File: src/rtl/pxmux_direct_idx.sv
module pxmux_direct_idx #(
  parameter int IDX_W       = 8,
  parameter int WORD_W      = 32,
  parameter int COMP_W      = 8,
  parameter int CODE_W      = 8,
  parameter logic [CODE_W-1:0] DIRECT_CODE = 8'h03
) (
  input  logic                clk,
  input  logic                rst_n,
  input  logic                in_valid,
  output logic                in_ready,
  input  logic [IDX_W-1:0]    in_index,
  input  logic [WORD_W-1:0]   in_direct,
  input  logic [WORD_W-1:0]   in_ctrl,
  input  logic                in_eol,
  output logic                pal_rd_en,
  output logic [IDX_W-1:0]    pal_addr,
  input  logic [3*COMP_W-1:0] pal_rgb,
  output logic                out_valid,
  input  logic                out_ready,
  output logic [3*COMP_W-1:0] out_rgb,
  output logic                out_eol
);
  localparam int RGB_W = 3 * COMP_W;

  logic              s1_v, s1_direct, s1_eol, s1_fresh;
  logic [RGB_W-1:0]  s1_rgb_d, s1_pal, s1_colour, swapped;
  logic              s2_v, s2_eol;
  logic [RGB_W-1:0]  s2_rgb;
  logic              s2_take, s1_go, accept, is_direct;

  for (genvar k = 0; k < 3; k++) begin : g_swap
    assign swapped[k*COMP_W +: COMP_W] = in_direct[(2-k)*COMP_W +: COMP_W];
  end

  assign is_direct = in_ctrl[WORD_W-1 -: CODE_W] == DIRECT_CODE;
  assign s2_take   = !s2_v || out_ready;
  assign s1_go     = s1_v && s2_take;
  assign in_ready  = !s1_v || s2_take;
  assign accept    = in_valid && in_ready;
  assign pal_rd_en = accept && !is_direct;
  assign pal_addr  = in_index;
  assign s1_colour = s1_direct ? s1_rgb_d : (s1_fresh ? pal_rgb : s1_pal);

  always_ff @(posedge clk or negedge rst_n) begin
    if (!rst_n) begin
      s1_v     <= 1'b0;
      s1_fresh <= 1'b0;
    end else begin
      if (s1_v && s1_fresh && !s1_go) s1_fresh <= 1'b0;
      if (accept) begin
        s1_v     <= 1'b1;
        s1_fresh <= !is_direct;
      end else if (s1_go) begin
        s1_v <= 1'b0;
      end
    end
  end

  always_ff @(posedge clk) begin
    if (accept) begin
      s1_direct <= is_direct;
      s1_eol    <= in_eol;
      s1_rgb_d  <= swapped;
    end
    if (s1_v && s1_fresh && !s1_go) s1_pal <= pal_rgb;
  end

  always_ff @(posedge clk or negedge rst_n) begin
    if (!rst_n) s2_v <= 1'b0;
    else if (s2_take) s2_v <= s1_v;
  end

  always_ff @(posedge clk) begin
    if (s1_go) begin
      s2_rgb <= s1_colour;
      s2_eol <= s1_eol;
    end
  end

  assign out_valid = s2_v;
  assign out_rgb   = s2_rgb;
  assign out_eol   = s2_eol;
endmodule


File: config.mk
export PLATFORM = sky130hd
export DESIGN_NAME = pxmux_direct_idx
export DESIGN_NICKNAME = d
export VERILOG_FILES = /design/src/rtl/pxmux_direct_idx.sv
export SDC_FILE = /design/constraint.sdc
export NUM_CORES = 1
export LEC_CHECK = 0
export BUFFER_PORTS_ARGS = -buffer_cell sky130_fd_sc_hd__buf_2
export CORE_MARGIN = 1.5
export CORE_UTILIZATION = 35
export CTS_BUF_LIST = sky130_fd_sc_hd__clkbuf_8
export CTS_CLUSTER_DIAMETER = 150
export DETAILED_ROUTE_END_ITERATION = 12
export GPL_ROUTABILITY_DRIVEN = 0
export MAX_ROUTING_LAYER = met4
export PLACE_DENSITY_LB_ADDON = 0.05
export SLEW_MARGIN = 20
export SYNTH_ARGS = -nofsm -noshare
export SYNTH_HDL_FRONTEND = slang
export SYNTH_SLANG_ARGS = --single-unit
File: constraint.sdc
create_clock -name clk -period 4.5 [get_ports clk]
set_clock_uncertainty 0.15 [all_clocks]
set_input_delay 0.225 -clock clk [delete_from_list [all_inputs] [get_ports clk]]
set_output_delay 0.225 -clock clk [all_outputs]
set_load 0.05 [all_outputs]
==> run metrics, run 1 <==
core footprint 8299 sq um; largest net degree at the start of global routing 39; total power between 1.5 and 2 mW; unrepaired setup endpoints after global routing no; area grow syn2layout 38.55%; post-synthesis sequential area ratio 77.02%; asr flop ratio synth under 10%; max_cap viols 0; Cells after Synth 181; CP max FO 26; htree depth 3; r2r setup slk 2.40 ns; DRT Pass-1 Iters 4; die extent in x approximately 96 um; CP max stage delay 0.89 ns; top cell type's share of synthesized area 74.53%; share of cells above drive strength 1 about a third; Critical Path Stages 1; leading post-synthesis cells by cell area edfxtp_1 75%, mux2i_1 8.0%, nand2_1 3.1%; Worst-path clk slew 0.07 ns; Worst Path Buf+Inv 0; final setup fails 0; Routed WL per cell 14.41 um; Setup crit start kind register; Tmin final 2.099 ns; CP required 4.32 ns; antenna violations before repair 0; warning count from the yosys run 0; period utilization a little under half; clk_lat worst skew between 0.3 and 0.4 ns; status finished clean; Rel. slew slack a little under half; Total GRT Usage roughly 15%; Hold Vio Cnt, Final 0; final WL between 6000 and 7000 um; Max IR drop VDD 169.7 uV; largest area contributor in the netlist edfxtp_1; Vias/cell around 4.4; Least-Margin Pin Slew 0.7907 ns; count leader, synth edfxtp_1; EDFF count, synth 75; commonest cells in the netlist 75 x edfxtp_1, 25 x nand2_1, 24 x mux2i_1, 18 x o21ai_1, 8 x buf_4; Post-Syn Area between 3000 and 4000 sq um; first-pass GRT wire length 9597 um; Hold Worst Slack approximately 0.063 ns; Yosys reg bits 78; Unique masters post-synth 22; dpl cell area 3486 sq um; TritonCTS buffer count 9; Pins Over Slew Limit 0; Starting Density between 30% and 40%; Final Util 50.44%; syn_area_per_cell 16.69 sq um; Post-CTS Setup Repair Bufs 0; DP HPWL approximately 3700 um; Clock Sinks 78; Critical Path End Type register; cell family with most CP delay flip-flops; worst setup margin about 2.4 ns; DRC violations left 0; Root Buffer clkbuf_8; non-filler instance count after layout 429; number of routed nets with antenna violations 0; Die Y 95.92 um; Max clock buf depth 2; Cells after DPL 361; cts repair resizes 0; initial DRC count 28; # IOs 137; fin nets 420; grt ovf 0; Die ar. 9200 sq um; critical path type register to register; CP max-delay cell dfrtp_2; fmax 476.3 MHz; syn_nets between 200 and 300; worst path cell trace and2_2; Reg2Reg Depth 1; Min-Delay Path Class primary input to asynchronous set/reset pin; pre-CTS WS 2.360 ns; crit path DAT about 1.9 ns; Diodes inserted 0; Lkg Pwr 1.708 nW; # rows 33; Design Area, Final 4187 sq um; vias 1900; CTS tree done; number of global-route vias before repair 1961; setup TNS 0 ns; Top FF cell, synth edfxtp_1; Port Buffers 88; power per cell area 387.3 nW/um^2
-- layout by cell type, fill, tap and decap left out, types with 2 or more instances in the layout --
| cell type | synthesis | final |
|---|---|---|
| clkinv_2 | 0 | 3 |
| o21ai_1 | 18 | 18 |
| edfxtp_1 | 75 | 75 |
| clkinv_1 | 0 | 2 |
| buf_4 | 8 | 3 |
| o21ai_0 | 6 | 6 |
| nand2_1 | 25 | 25 |
| nand2b_1 | 2 | 2 |
| clkbuf_8 | 0 | 9 |
| buf_2 | 3 | 88 |
| dlygate4sd3_1 | 0 | 52 |
| inv_1 | 2 | 3 |
| nor2_2 | 1 | 2 |
| and2_1 | 2 | 2 |
| mux2i_1 | 24 | 24 |
| dfrtp_1 | 3 | 2 |
-- sequential cells by signal (all words and copies together) (netlist names) --
name / count
out_rgb: 24
s1_pal: 24
s1_rgb_d: 24
out_eol: 1
out_valid: 1
s1_direct: 1
s1_eol: 1
s1_fresh: 1
s1_v: 1
-- path summary, 6_finish.rpt --
path | start | endpoint
max | s1_fresh | s1_pal[9]
min | rst_n | s1_v
max reg2reg | s1_fresh | s1_pal[9]
min reg2reg | s1_eol | out_eol
max in group asynchronous | rst_n | s1_fresh
min in group clk | in_ctrl[30] | s1_fresh
-- layer usage --
layer	share of wire, %	routed length [um]	GRT usage [%]
met5	0	0	-
met4	1.1	68	3.799
met3	5.8	360	4.976
met2	51	3150	25.76
met1	42	2603	16.43
-- cells by family after synthesis --
family	count (synthesis)	share of synthesized area, %
buffers and inverters	18	4.679
flip-flops	78	77.02
multiplexers	24	7.950
AO/OA/AOI/OAI	26	4.721
AND/OR/NAND/NOR	35	5.631
-- power by group --
group | switching [mW] | internal [mW]
clock | 0.236 | 0.248
combinational | 0.153 | 0.0962
sequential | 0.0279 | 0.860
total | 0.417 | 1.20
-- what timing repair did --
item	in CTS	in global routing
hold buffers	52	0
endpoints found under the hold margin	54	0
setup endpoints to repair	0	0
-- area by class of cell --
class                           count  area [sq um]
Timing Repair Buffer              143         983.4
Inverter                            2         7.507
Sequential cell                    78          2328
Multi-Input combinational cell     85         555.5
Tap cell                          105         131.4
Clock buffer                        9         123.9
Fill cell                         715          4113
Clock inverter                      7         56.30
(Power assumes the default switching activity.)
==> run 2: changes to the inputs <==
--- a/config.mk
+++ b/config.mk
@@ -5,6 +5,7 @@
 export SDC_FILE = /design/constraint.sdc
 export NUM_CORES = 1
 export LEC_CHECK = 0
+export ABC_AREA = 1
 export BUFFER_PORTS_ARGS = -buffer_cell sky130_fd_sc_hd__buf_2
 export CORE_MARGIN = 1.5
 export CORE_UTILIZATION = 35
==> constraint.sdc (replaced) <==
create_clock -name clk -period 2.1 [get_ports clk]
set_clock_uncertainty 0.15 [all_clocks]
set_input_delay 0.105 -clock clk [delete_from_list [all_inputs] [get_ports clk]]
set_output_delay 0.105 -clock clk [all_outputs]
set_load 0.05 [all_outputs]
==> run 2 against run 1 <==
Net effect: cell count grew 10%; combinational power rose by 130%; die area up 0.13%; global-route usage rose by 1.8 points; count of clock-buffer cells in the layout unchanged; first-iteration DRC count rose to 3.2 times the previous value; critical endpoint is now pal_rd_en; largest power group unchanged.
==> run metrics, run 2 <==
Hold Worst Slack 0.04029 ns (-0.02304 ns); Setup crit start kind primary input; status finished clean; initial DRC count 89 (+220%); Worst-path clk slew 0.08 ns (about the same); # IOs 137 (unchanged); Max clock buf depth 2 (unchanged); vias 2132 (+12%); most frequent cells in the layout 88 x buf_2, 75 x edfxtp_1, 54 x dlygate4sd3_1, 48 x a21oi_1, 35 x nand2_1; Port Buffers 88 (unchanged); Max IR drop VDD 403.3 uV (+140%); Worst Path Buf+Inv 6 (+6); unrepaired setup endpoints after global routing no; DRC violations left 0 (unchanged); CP max stage delay 0.53 ns (-0.36 ns); fmax 542.1 MHz; power per cell area 878.4 nW/um^2 (+130%); Clock Sinks 78 (unchanged); sw frac 25.60% (-0.14 points); Pins Over Slew Limit 0 (unchanged); Die Y 95.98 um (about the same); DRT Pass-1 Iters 4 (unchanged); core footprint 8299 sq um (unchanged); number of global-route vias before repair 2102 (+7.2%); Cells after Synth 223 (+23%); CTS tree done; area grow syn2layout 43.38%; critical path type primary input to output port; syn_area_per_cell 13.57 sq um (-19%); antenna violations before repair 0 (unchanged); top cell type's share of synthesized area 74.44% (-0.092 points); final WL 6762 um (+9.4%); crit path DAT 1.59 ns (-0.33 ns); largest net degree at the start of global routing 26 (-33%); Min-Delay Path Class primary input to register; fin nets 465 (+11%); first-pass GRT wire length 10650 um (+11%); count leader, synth edfxtp_1; Vias/cell 4.498 (+1.6%); Routed WL per cell 14.27 um (-1.0%); CP required 1.85 ns (-2.47 ns); warning count from the yosys run 0 (unchanged); non-filler instance count after layout 474 (+10%); share of cells above drive strength 1 31.71% (-2.6 points); Critical Path End Type output port; # rows 33 (unchanged); switching power 975.3 uW (+130%); Total GRT Usage 16.68% (+1.8 points); worst path cell trace dlygate4sd3_1, buf_2, inv_1, nand3_4, nand2_1, clkinvlp_4, nand2_1, inv_1, buf_2; Seq pwr share 49.1% (-5.7 points); syn_nets 324 (+15%); setup TNS 0 ns (unchanged); commonest non-fill, non-tap cell in the layout buf_2; commonest cells in the netlist 75 x edfxtp_1, 49 x a21oi_1, 35 x nand2_1, 27 x nor2_1, 14 x buf_4; combinational power share 15.4% (about the same); Yosys reg bits 78 (unchanged); largest area contributor in the netlist edfxtp_1; clk_lat worst skew 0.35 ns (+0.02 ns); leading post-synthesis cells by cell area edfxtp_1 74%, a21oi_1 8.1%, nand2_1 4.3%; Hold Vio Cnt, Final 0 (unchanged); period utilization 87.84%; post-synthesis sequential area ratio 76.92% (-0.096 points); asr flop ratio synth 3.846% (unchanged); Die ar. 9211 sq um (+0.13%); Post-Syn Area 3025 sq um (+0.12%); final setup fails 0 (unchanged); grt ovf 0 (unchanged); Clock Power Share 35.6% (+5.8 points); max_cap viols 0 (unchanged); Unique masters post-synth 11 (-50%); Tmin final 1.845 ns; TritonCTS buffer count 9 (unchanged); die extent in x 95.98 um (about the same); EDFF count, synth 75 (unchanged); DP HPWL 3993 um (+7.8%); CP max-delay cell dlygate4sd3_1; CP max FO 5 (-81%); P_int 2.835 mW (+140%); Root Buffer clkbuf_8; Cells after DPL 403 (+12%); Least-Margin Pin Slew 0.4368 ns (-0.3540 ns); cell family with most CP delay buffers and inverters; Starting Density 36.45% (+0.045 points); Top FF cell, synth edfxtp_1; htree depth 3 (unchanged); Diodes inserted 0 (unchanged); Rel. slew slack 70.88% (+24 points); Final Util 52.27% (+1.8 points); Lkg Pwr 1.754 nW (+2.7%); number of routed nets with antenna violations 0 (unchanged)
==> run 2: cell count changes in the layout (fill, tap and decap cells not counted), moves of 6 or more <==
cell / delta
nand2_1: +10
o21ai_0: -6
inv_1: +8
o21ai_1: -18
nor2_1: +26
mux2i_1: -24
a21oi_1: +48
==> run 2: logic make-up after synthesis <==
logic type             count (synthesis)  share of synthesized area (%)
buffers and inverters                 32                          6.948
DFF                                   78                          76.92
AOI/OAI and AO/OA                     49                          8.106
and+or+nand+nor                       64                          8.023
==> run 2: routing by layer <==
metal	up-vias	GRT usage (%)	share of wire, %
met2	77	27.35	49
met5	-	-	0
met4	0	5.270	0.99
met1	991	19.75	44
li1	1054	-	-
met3	10	4.976	5.8
==> run 2: area by class of cell <==
| cell class | count | area (sq um) |
|---|---|---|
| fill | 767 | 3961 |
| sequential | 78 | 2328 |
| timing repair buffer | 148 | 1051 |
| multi-input combinational | 113 | 519.2 |
| tap | 105 | 131.4 |
| clock buffer | 9 | 123.9 |
| clock inverter | 7 | 120.1 |
| inverter | 14 | 63.81 |
==> run 2: final timing paths <==
path / slack (ns) / cells past startpoint / endpoint / from
min in group asynchronous: 0.46 / 3 / s1_v / rst_n
min: 0.04 / 7 / s1_fresh / in_ctrl[31]
min reg2reg: 0.29 / 0 / out_eol / s1_eol
max: 0.26 / 9 / pal_rd_en / out_ready
max in group asynchronous: 1.17 / 3 / out_valid / rst_n
max reg2reg: 0.50 / 3 / s1_pal[2] / s1_fresh
==> run 2: power by group through the flow <==
stage	combinational (mW)	sequential [mW]	clock (mW)
3_3_place_gp	0.508	1.91	0
2_1_floorplan	0.230	2.06	0
6_report	0.585	1.87	1.36
4_1_cts	0.592	1.87	1.39
5_1_grt	0.635	1.88	1.46
3_5_place_dp	0.512	1.91	0
==> run 2: worst register-to-register path, cell delays in order (launching register included) <==
cell	delay [ns]
dfrtp_1	0.40
clkinv_4	0.20
nor2_4	0.35
buf_12	0.21
==> run 2: timing repair <==
| item | in CTS | in global routing |
|---|---|---|
| buffers inserted | 0 | 1 |
| hold endpoints to repair | 77 | 0 |
| hold buffers | 54 | 0 |
| endpoints found under the setup margin | 0 | 1 |
| resized for setup | 0 | 0 |
==> run 2: stage by stage <==
step                      setup slack (ns)  cell area [sq um]  power [mW]
final                               0.2554               4338       3.810
after global placement              0.4749               3546       2.413
after detailed placement            0.4678               3546       2.418
after global routing                0.1470               4338       3.977
after floorplan                    0.06930               3054       2.294
after CTS                          0.08141               4330       3.856
==> run 3: changes to the inputs <==
--- a/config.mk
+++ b/config.mk
@@ -5,7 +5,6 @@
 export SDC_FILE = /design/constraint.sdc
 export NUM_CORES = 1
 export LEC_CHECK = 0
-export ABC_AREA = 1
 export BUFFER_PORTS_ARGS = -buffer_cell sky130_fd_sc_hd__buf_2
 export CORE_MARGIN = 1.5
 export CORE_UTILIZATION = 35
==> run 3 against run 2 <==
Net effect: non-clock buffer count rose by 2; utilization down 0.78 points; critical path depth shrank 4; final area fell by 1.5%; hold slack lost 0.026 ns; via count fell by 10%; critical endpoint is now s1_pal[23]; largest cell class unchanged; largest power group unchanged.
==> run metrics, run 3 (synthesis gave the netlist of run 1 again) <==
status finished clean; R2R Path Start out_valid; share of cells above drive strength 1 35.76% (+4.1 points); total power 3.514 mW (-7.8%); CP required 1.99 ns (+0.14 ns); min-delay src in_ctrl[30]; Port Buffers 88 (unchanged); Lkg Pwr 1.749 nW (-0.27%); unrepaired setup endpoints after global routing no; fin nets 427 (-8.2%); Max IR drop VDD 409.6 uV (+1.6%); final WL 6196 um (-8.4%); Die ar. 9200 sq um (-0.12%); core footprint 8299 sq um (unchanged); CTS tree done; Vias/cell 4.391 (-2.4%); Min-Delay Path Class primary input to register; htree depth 3 (unchanged); Hold Buf Count CTS 53 (-1.9%); die extent in x 95.92 um (about the same); hold path cells 3 (-4); clk_lat worst skew 0.34 ns (about the same); Pins Over Slew Limit 0 (unchanged); Setup crit start kind primary input; number of routed nets with antenna violations 0 (unchanged); Hold Worst Slack 0.01405 ns (-0.02624 ns); worst path cell trace dlygate4sd3_1, buf_2, and3b_1, and2_2, buf_12; cts repair resizes 0 (unchanged); Routed WL per cell 14.24 um (-0.16%); Post-CTS Setup Repair Bufs 0 (unchanged); Diodes inserted 0 (unchanged); # rows 33 (unchanged); fmax 571.4 MHz (+5.4%); # IOs 137 (unchanged); CP max FO 20 (+15); most frequent cells in the layout 88 x buf_2, 75 x edfxtp_1, 53 x dlygate4sd3_1, 25 x nand2_1, 24 x mux2i_1; setup TNS 0 ns (unchanged); TritonCTS buffer count 9 (unchanged); Starting Density 36.41% (-0.045 points); Root Buffer clkbuf_8; CP max stage delay 0.53 ns (about the same); CP max-delay cell dlygate4sd3_1; final setup fails 0 (unchanged); crit path DAT 1.64 ns (+0.05 ns); Rel. slew slack 74.55% (+3.7 points); max_cap viols 0 (unchanged); number of global-route vias before repair 1862 (-11%); first-pass GRT wire length 9108 um (-14%); DRT Pass-1 Iters 4 (unchanged); Final Util 51.49% (-0.78 points); Max clock buf depth 2 (unchanged); Tmin final 1.750 ns (-0.09443 ns); DP HPWL 3891 um (-2.5%); initial DRC count 31 (-65%); Worst-path clk slew 0.07 ns (about the same); power per cell area 822.3 nW/um^2 (-6.4%); Reg2Reg Depth 3 (unchanged); antenna violations before repair 0 (unchanged); area grow syn2layout 41.41%; Least-Margin Pin Slew 0.3786 ns (-0.05818 ns); r2r setup slk 0.45 ns (-0.05 ns); period utilization 83.34% (-4.5 points); largest net degree at the start of global routing 29 (+12%); Min-Delay Endpoint s1_fresh; R2R Path End s1_pal[23]; dpl cell area 3565 sq um (+0.53%); Clock Sinks 78 (unchanged); Total GRT Usage 14.39% (-2.3 points); Critical Path End Type register; start point of the critical path out_ready; Hold Vio Cnt, Final 0 (unchanged); vias 1910 (-10%); Design Area, Final 4273 sq um (-1.5%); grt ovf 0 (unchanged); commonest non-fill, non-tap cell in the layout buf_2; Die Y 95.92 um (about the same); DRC violations left 0 (unchanged); critical path type primary input to register
[run 3: area by class of cell]
class / instances / area, sq um
Fill cell: 730 / 4026
Sequential cell: 78 / 2327
Timing Repair Buffer: 150 / 1064
Multi-Input combinational cell: 85 / 565.5
Tap cell: 105 / 131.4
Clock buffer: 9 / 123.9
Clock inverter: 6 / 53.80
Inverter: 2 / 7.507
[run 3: routing by layer]
layer,GRT usage [%],share of wire (%),routed length (um),up-vias
met2,23.30,49,3063,66
li1,-,-,-,952
met4,7.353,1.4,86,0
met3,3.555,5.0,309,9
met1,16.58,44,2737,883
met5,-,0,0,-
[run 3: critical path, delay by kind of cell]
family                 cells  cell delay (ns)
buffers and inverters      3             0.85
AND/OR/NAND/NOR            2             0.67
[run 3: worst max path at each step]
stage	end	slack (ns)	cells past startpoint
2_1_floorplan	s1_pal[0]	0.15	2
3_3_place_gp	s1_pal[18]	0.43	3
3_5_place_dp	s1_pal[18]	0.43	3
4_1_cts	s1_pal[15]	0.36	5
5_1_grt	s1_pal[21]	0.29	5
6_report	s1_pal[23]	0.35	5
[run 3: metrics by stage]
step | instances | setup WS [ns]
2_1_floorplan | 181 | 0.1543
3_3_place_gp | 367 | 0.4325
3_5_place_dp | 367 | 0.4343
4_1_cts | 435 | 0.3572
5_1_grt | 435 | 0.2858
6_report | 435 | 0.3499
[run 3: where the power goes]
part | internal [mW] | switching (mW) | total (mW)
sequential | 1.84 | 0.0269 | 1.87
clock | 0.530 | 0.518 | 1.05
combinational | 0.229 | 0.368 | 0.597
